**config.mk**
```make
export PLATFORM = sky130hd
export DESIGN_NAME = cap_list_walker
export DESIGN_NICKNAME = d
export VERILOG_FILES = /design/src/rtl/cap_walk_pkg.sv /design/src/rtl/cap_hdr_decode.sv /design/src/rtl/cap_store.sv /design/src/rtl/cap_list_walker.sv
export SDC_FILE = /design/constraint.sdc
export NUM_CORES = 1
export LEC_CHECK = 0
export BUFFER_PORTS_ARGS = -buffer_cell sky130_fd_sc_hd__clkbuf_2
export CORE_UTILIZATION = 52
export CTS_BUF_LIST = sky130_fd_sc_hd__clkbuf_2 sky130_fd_sc_hd__clkbuf_4 sky130_fd_sc_hd__clkbuf_8
export CTS_CLUSTER_SIZE = 8
export DETAILED_ROUTE_END_ITERATION = 6
export PLACE_DENSITY = 0.73
export SYNTH_ARGS = -nofsm -noshare
export SYNTH_HDL_FRONTEND = slang
export SYNTH_HIERARCHICAL = 1
export SYNTH_SLANG_ARGS = --single-unit
```
**constraint.sdc**
```tcl
create_clock -name clk -period 14.23 [get_ports clk]
set_clock_uncertainty 0.05 [all_clocks]
set_input_delay 0.7115 -clock clk [delete_from_list [all_inputs] [get_ports clk]]
set_output_delay 0.7115 -clock clk [all_outputs]
set_load 0.01 [all_outputs]
```
**src/rtl/cap_walk_pkg.sv**
```systemverilog
package cap_walk_pkg;

  typedef enum logic [2:0] {
    ERR_NONE     = 3'd0,
    ERR_SIZE     = 3'd1,
    ERR_FORBID   = 3'd2,
    ERR_REQUIRED = 3'd3,
    ERR_OVERRUN  = 3'd4
  } err_e;

  typedef enum logic [2:0] {
    K_FORBID, K_PAD, K_END, K_FREQ, K_MBOX, K_OTHER
  } kind_e;

  typedef enum logic [1:0] {
    S_IDLE, S_REQ, S_WAIT, S_DONE
  } state_e;

  typedef struct packed {
    logic        required;
    logic [14:0] rtype;
    logic [15:0] size;
  } hdr_t;

  localparam logic [14:0] TY_FORBID = 15'd0;
  localparam logic [14:0] TY_PAD    = 15'd1;
  localparam logic [14:0] TY_END    = 15'd2;
  localparam logic [14:0] TY_FREQ   = 15'd3;
  localparam logic [14:0] TY_MBOX   = 15'd4;

endpackage

```
**src/rtl/cap_hdr_decode.sv**
```systemverilog
module cap_hdr_decode
  import cap_walk_pkg::*;
#(
  parameter int REGION_BYTES = 8192,
  parameter int SUM_W        = 18
) (
  input  logic [31:0]      word,
  input  logic [SUM_W-1:0] entry,
  output hdr_t             hdr,
  output kind_e            kind,
  output logic             size_bad,
  output logic             overrun,
  output logic [SUM_W-1:0] next_entry
);
  localparam logic [SUM_W-1:0] LIMIT = SUM_W'(REGION_BYTES);

  always_comb begin
    hdr = hdr_t'(word);
    unique case (hdr.rtype)
      TY_FORBID: kind = K_FORBID;
      TY_PAD:    kind = K_PAD;
      TY_END:    kind = K_END;
      TY_FREQ:   kind = K_FREQ;
      TY_MBOX:   kind = K_MBOX;
      default:   kind = K_OTHER;
    endcase
    size_bad   = (hdr.size[1:0] != 2'b00);
    next_entry = entry + SUM_W'(4) + SUM_W'(hdr.size);
    overrun    = (next_entry > LIMIT);
  end
endmodule

```
**src/rtl/cap_store.sv**
```systemverilog
module cap_store #(
  parameter logic [15:0] MBOX_DEF_OFF = 16'h1800,
  parameter logic [15:0] MBOX_DEF_LEN = 16'h01F8,
  parameter logic [15:0] MBOX_MIN     = 16'h0012
) (
  input  logic        clk,
  input  logic        rst_n,
  input  logic        clear,
  input  logic        set_freq,
  input  logic [31:0] freq_in,
  input  logic        set_mbox,
  input  logic [15:0] mbox_off_in,
  input  logic [15:0] mbox_len_in,
  output logic [31:0] freq_mhz,
  output logic [15:0] mbox_off,
  output logic [15:0] mbox_len,
  output logic        mbox_ok
);
  always_ff @(posedge clk or negedge rst_n) begin
    if (!rst_n) begin
      freq_mhz <= '0;
      mbox_off <= MBOX_DEF_OFF;
      mbox_len <= MBOX_DEF_LEN;
    end else if (clear) begin
      freq_mhz <= '0;
      mbox_off <= MBOX_DEF_OFF;
      mbox_len <= MBOX_DEF_LEN;
    end else begin
      if (set_freq) freq_mhz <= freq_in;
      if (set_mbox) begin
        mbox_off <= mbox_off_in;
        mbox_len <= mbox_len_in;
      end
    end
  end

  assign mbox_ok = (mbox_len >= MBOX_MIN);

  // a single response updates at most one capture
  a_r8_one_capture: assert property (@(posedge clk) disable iff (!rst_n)
    !(set_freq && set_mbox));

  // clearing wins and restores defaults
  a_r1_clear_defaults: assert property (@(posedge clk) disable iff (!rst_n)
    clear |=> (freq_mhz == '0) && (mbox_off == MBOX_DEF_OFF) && (mbox_len == MBOX_DEF_LEN));
endmodule

```
**src/rtl/cap_list_walker.sv**
```systemverilog
module cap_list_walker
  import cap_walk_pkg::*;
#(
  parameter int          REGION_BYTES = 8192,
  parameter int          ANCHOR       = 'h58,
  parameter logic [15:0] MBOX_DEF_OFF = 16'h1800,
  parameter logic [15:0] MBOX_DEF_LEN = 16'h01F8,
  parameter logic [15:0] MBOX_MIN     = 16'h0012,
  localparam int         ADDR_W       = $clog2(REGION_BYTES / 4)
) (
  input  logic              clk,
  input  logic              rst_n,
  input  logic              start,
  output logic              busy,
  output logic              done,
  output logic              error,
  output logic [2:0]        err_code,
  output logic              req_valid,
  input  logic              req_ready,
  output logic [ADDR_W-1:0] req_addr,
  input  logic              rsp_valid,
  output logic              rsp_ready,
  input  logic [31:0]       rsp_data,
  output logic [31:0]       freq_mhz,
  output logic [15:0]       mbox_off,
  output logic [15:0]       mbox_len,
  output logic              mbox_ok
);
  localparam int               SUM_W = 18;
  localparam logic [SUM_W-1:0] LIMIT = SUM_W'(REGION_BYTES);
  localparam logic [SUM_W-1:0] START_PTR = SUM_W'(ANCHOR);

  state_e           st;
  logic [SUM_W-1:0] entry;
  logic             rd_body;
  logic             first;
  logic             inflight;
  logic             stale;

  logic [SUM_W-1:0] rd_byte;
  logic             req_fire, rsp_fire, take;

  hdr_t             hdr;
  kind_e            kind;
  logic             size_bad, overrun;
  logic [SUM_W-1:0] next_entry;

  logic             fin, go_body, adv, set_freq, set_mbox;
  err_e             fin_code;
  logic [SUM_W-1:0] adv_ptr;

  cap_hdr_decode #(.REGION_BYTES(REGION_BYTES), .SUM_W(SUM_W)) i_dec (
    .word(rsp_data), .entry(entry), .hdr(hdr), .kind(kind),
    .size_bad(size_bad), .overrun(overrun), .next_entry(next_entry)
  );

  cap_store #(.MBOX_DEF_OFF(MBOX_DEF_OFF), .MBOX_DEF_LEN(MBOX_DEF_LEN),
              .MBOX_MIN(MBOX_MIN)) i_store (
    .clk(clk), .rst_n(rst_n), .clear(start),
    .set_freq(set_freq), .freq_in(rsp_data),
    .set_mbox(set_mbox), .mbox_off_in(16'(entry + SUM_W'(4))), .mbox_len_in(hdr.size),
    .freq_mhz(freq_mhz), .mbox_off(mbox_off), .mbox_len(mbox_len), .mbox_ok(mbox_ok)
  );

  always_comb begin
    rd_byte   = rd_body ? entry + SUM_W'(4) : entry;
    req_addr  = rd_byte[ADDR_W+1:2];
    req_valid = (st == S_REQ) && !inflight;
    rsp_ready = inflight;
    req_fire  = req_valid && req_ready;
    rsp_fire  = rsp_valid && rsp_ready;
    take      = rsp_fire && !stale && (st == S_WAIT) && !start;
    busy      = (st == S_REQ) || (st == S_WAIT);
  end

  // decision on a fresh response; checks in priority order
  always_comb begin
    fin      = 1'b0;
    fin_code = ERR_NONE;
    go_body  = 1'b0;
    adv      = 1'b0;
    adv_ptr  = next_entry;
    set_freq = 1'b0;
    set_mbox = 1'b0;
    if (take) begin
      if (rd_body) begin
        set_freq = 1'b1;
        adv      = 1'b1;
        adv_ptr  = entry + SUM_W'(8);
      end else if (first && rsp_data == 32'd0) begin
        fin = 1'b1;
      end else if (size_bad) begin
        fin = 1'b1; fin_code = ERR_SIZE;
      end else if (kind == K_FORBID) begin
        fin = 1'b1; fin_code = ERR_FORBID;
      end else if (overrun) begin
        fin = 1'b1; fin_code = ERR_OVERRUN;
      end else begin
        unique case (kind)
          K_END:  fin = 1'b1;
          K_FREQ: begin
            if (hdr.size != 16'd4) begin
              fin = 1'b1; fin_code = ERR_SIZE;
            end else go_body = 1'b1;
          end
          K_MBOX: begin set_mbox = 1'b1; adv = 1'b1; end
          K_PAD:  adv = 1'b1;
          default: begin
            if (hdr.required) begin
              fin = 1'b1; fin_code = ERR_REQUIRED;
            end else adv = 1'b1;
          end
        endcase
      end
    end
    if (adv && (adv_ptr + SUM_W'(4) > LIMIT)) begin
      adv      = 1'b0;
      fin      = 1'b1;
      fin_code = ERR_OVERRUN;
    end
  end

  always_ff @(posedge clk or negedge rst_n) begin
    if (!rst_n) begin
      st       <= S_IDLE;
      entry    <= '0;
      rd_body  <= 1'b0;
      first    <= 1'b0;
      inflight <= 1'b0;
      stale    <= 1'b0;
      done     <= 1'b0;
      error    <= 1'b0;
      err_code <= ERR_NONE;
    end else begin
      inflight <= (inflight && !rsp_fire) || req_fire;
      if (start) begin
        st       <= S_REQ;
        entry    <= START_PTR;
        rd_body  <= 1'b0;
        first    <= 1'b1;
        done     <= 1'b0;
        error    <= 1'b0;
        err_code <= ERR_NONE;
        stale    <= (inflight && !rsp_fire) || req_fire;
      end else begin
        if (rsp_fire && stale) stale <= 1'b0;
        unique case (st)
          S_REQ:  if (req_fire) st <= S_WAIT;
          S_WAIT: if (take) begin
            first <= 1'b0;
            if (fin) begin
              st       <= S_DONE;
              done     <= 1'b1;
              error    <= (fin_code != ERR_NONE);
              err_code <= fin_code;
            end else if (go_body) begin
              rd_body <= 1'b1;
              st      <= S_REQ;
            end else begin
              entry   <= adv_ptr;
              rd_body <= 1'b0;
              st      <= S_REQ;
            end
          end
          default: ;
        endcase
      end
    end
  end

  // an unaccepted request holds its address
  a_r11_req_hold: assert property (@(posedge clk) disable iff (!rst_n)
    (req_valid && !req_ready && !start) |=> (req_valid && $stable(req_addr)));

  // every issued read lies inside the region
  a_r10_read_in_region: assert property (@(posedge clk) disable iff (!rst_n)
    req_valid |-> (rd_byte + SUM_W'(4) <= LIMIT));

  // start clears results and begins a walk
  a_r1_start_clears: assert property (@(posedge clk) disable iff (!rst_n)
    start |=> (busy && !done && !error && err_code == 3'd0));

  // error comes only with done
  a_r12_err_with_done: assert property (@(posedge clk) disable iff (!rst_n)
    error |-> done);

  // results hold after the walk ends
  a_r12_hold: assert property (@(posedge clk) disable iff (!rst_n)
    (done && !start) |=> (done && $stable(err_code) && $stable(freq_mhz)
                          && $stable(mbox_off) && $stable(mbox_len)));

  // no reads once finished
  a_r5_quiet_when_done: assert property (@(posedge clk) disable iff (!rst_n)
    done |-> !req_valid);
endmodule

```
==> impl_metrics.ini <==
[setup_path]
critPathArrivalTime_ps = 6120
cpPeakStageDelay_ps = 890
criticalPathCategory = flop to flop
required_ps = 14460
end_kind = flop
worstPathCellList = inv_1 > ha_1 > inv_1 > fa_1 > a21oi_2 > o22ai_2 > nor2_2 > xnor2_1 > or4_1 > or4_1 > o41ai_2 > nand3b_1 > nor2_1 > nand3_1 > nor3_1 > o21ai_0 > a41o_2 > o21ai_1 > nor2_1 > o22a_1
worst-path-max-fanout = 16
slowest_stage = o21ai_1
startpoint_type = flop

[synthesis]
synth-warning-count = 6
synth_fp_nets = 750
avgSynthCellArea_um2 = 9.36
syn_inst = 676
synth_area_mm2 = 0.00633

[sta]
period_share_pct = 41.4
slew_violations = 0
worst_slew_pin_slew_ps = 1160
hold_viol_final = 0
slew-limit-headroom_pct = 22.3
clock.fmax_mhz = 170
setup-violations-final = 0
rsz0062_at_grt = no
period_needed_ps = 5890
fin_setup_tns_ps = 0

[floorplanning]
core_area_mm2 = 0.0116
rows = 39
die_x_um = 112
io_pins = 121
dieArea_mm2 = 0.0126
initial_core_util_pct = 54.5
chipHeight_um = 112

[cts]
clk_latency_ps = 380
htree_levels = 3
clkTransAtPathRegs_ps = 100
clock_path_buffers = 2
cts_resized = 0
cts_buffers = 9
tritoncts = built
clockRootBuffer = clkbuf_8
post_cts_buffers = 0
hold_buffers = 0
clock_sinks = 93

[min_path]
hold_path.class = input port to asynchronous set/reset pin

[routing]
drt_iter0_markers = 354
dr_total_vias = 5330
drc_errors = 8
drt.antenna.violating_nets = 0
routedWlPerCell_um = 18.7
wl_um = 17000
routed_via_density = 5.86
first_pass_iters = 7

[final_layout]
drive_gt1_share_pct = 22.8
areaGrowthSynthToFinish_pct = 9.81
antenna_cells = 0
nNetsFinal = 835
stdcell_count = 909

[placement]
placed_cells = 893
dp_hpwl_um = 12500
portBuffers = 120
place_congestion = 0.991

[power]
peakVddDrop_uv = 69.2
leakage_nw = 3.24
power.density_mw_per_mm2 = 85.7

[global_route]
grt_pass1_vias = 5422
grt_max_degree = 71
grt_pass1_wl_um = 27800
antenna_found_initial = 0
track_usage_pct = 28.3
gr-total-overflow = 0

[job]
maxCapViolations = 0

[status]
outcome = finished, violations left
violations = DRC
[per-layer routing]
layer | wire length [um] | track usage (%)
met2 | 8340 | 47.8
met4 | 252 | 10.1
met1 | 7490 | 37.7
met5 | 0 | 0
met3 | 910 | 3.24
[flip-flops by register name (all words and copies together) (netlist names)]
register          flops
st                    2
i_store/mbox_off     16
stale                 1
entry                18
i_store/freq_mhz     32
first                 1
i_store/mbox_len     16
done                  1
err_code              3
rsp_ready             1
rd_body               1
error                 1
[critical path: cells and delay by family (launching register included)]
family | cells | cell delay [ps]
simple gates | 8 | 1950
buf+inv | 2 | 160
compound gates | 7 | 2040
fa+ha+maj | 2 | 770
flops | 1 | 710
xor+xnor | 1 | 100
[final timing paths]
path	startpoint	end	slack (ps)	cells past startpoint
hold reg to reg	done	done	460	1
setup reg to reg	entry[2]	entry[6]	8340	20
min in group clk	done	done	460	1
setup / recovery	entry[2]	entry[6]	8340	20
hold / removal	rst_n	i_store/mbox_off[8]	220	1
max in group asynchronous	rst_n	i_store/mbox_len[13]	12820	2
[power breakdown]
group          internal (W)  switching, W  leakage (nW)
Sequential         0.000273     0.0000129          1.24
Combinational     0.0000477     0.0000760          1.90
Clock             0.0000859      0.000101         0.101
Total              0.000406      0.000190          3.24
[metrics by stage]
step                power, W  hold WS (ps)  setup WS, ps  utilization [%]  instance area, um2
floorplan           0.000374           366          9300                -                6330
global placement    0.000411           425          8470             58.1                6750
detailed placement  0.000413           429          8180             58.1                6750
CTS                 0.000601           227          8380             59.8                6950
global route        0.000627           248          7880             59.8                6950
finish              0.000596           220          8340             59.8                6950
[layout make-up]
type / instances / area, um2
Fill cell: 1036 / 4670
Timing Repair Buffer: 123 / 626
Sequential cell: 93 / 2340
Clock buffer: 11 / 139
Multi-Input combinational cell: 507 / 3500
Inverter: 27 / 103
Tap cell: 143 / 179
Clock inverter: 5 / 60.1
[cells in the final DEF, fill, tap and decap left out, types with 3 or more instances in the layout]
cell	n
a211o_1	9
a211oi_1	4
a21o_1	3
a21oi_1	21
a21oi_2	3
a22o_1	4
a22oi_1	3
a31oi_1	6
and2b_1	4
and3_1	5
buf_4	4
clkbuf_2	119
clkbuf_8	9
dfrtp_1	85
dfstp_2	8
ha_1	36
inv_1	25
mux2i_1	59
nand2_1	41
nand2b_1	4
nand3_1	18
nand4_1	10
nor2_1	102
nor2b_1	11
nor3_1	15
nor4_1	20
o21ai_0	29
o21ai_1	3
o21bai_1	3
or2_2	3
or4_1	4
xnor2_1	32
xor2_1	11
Power figures use the tool's default switching activity.
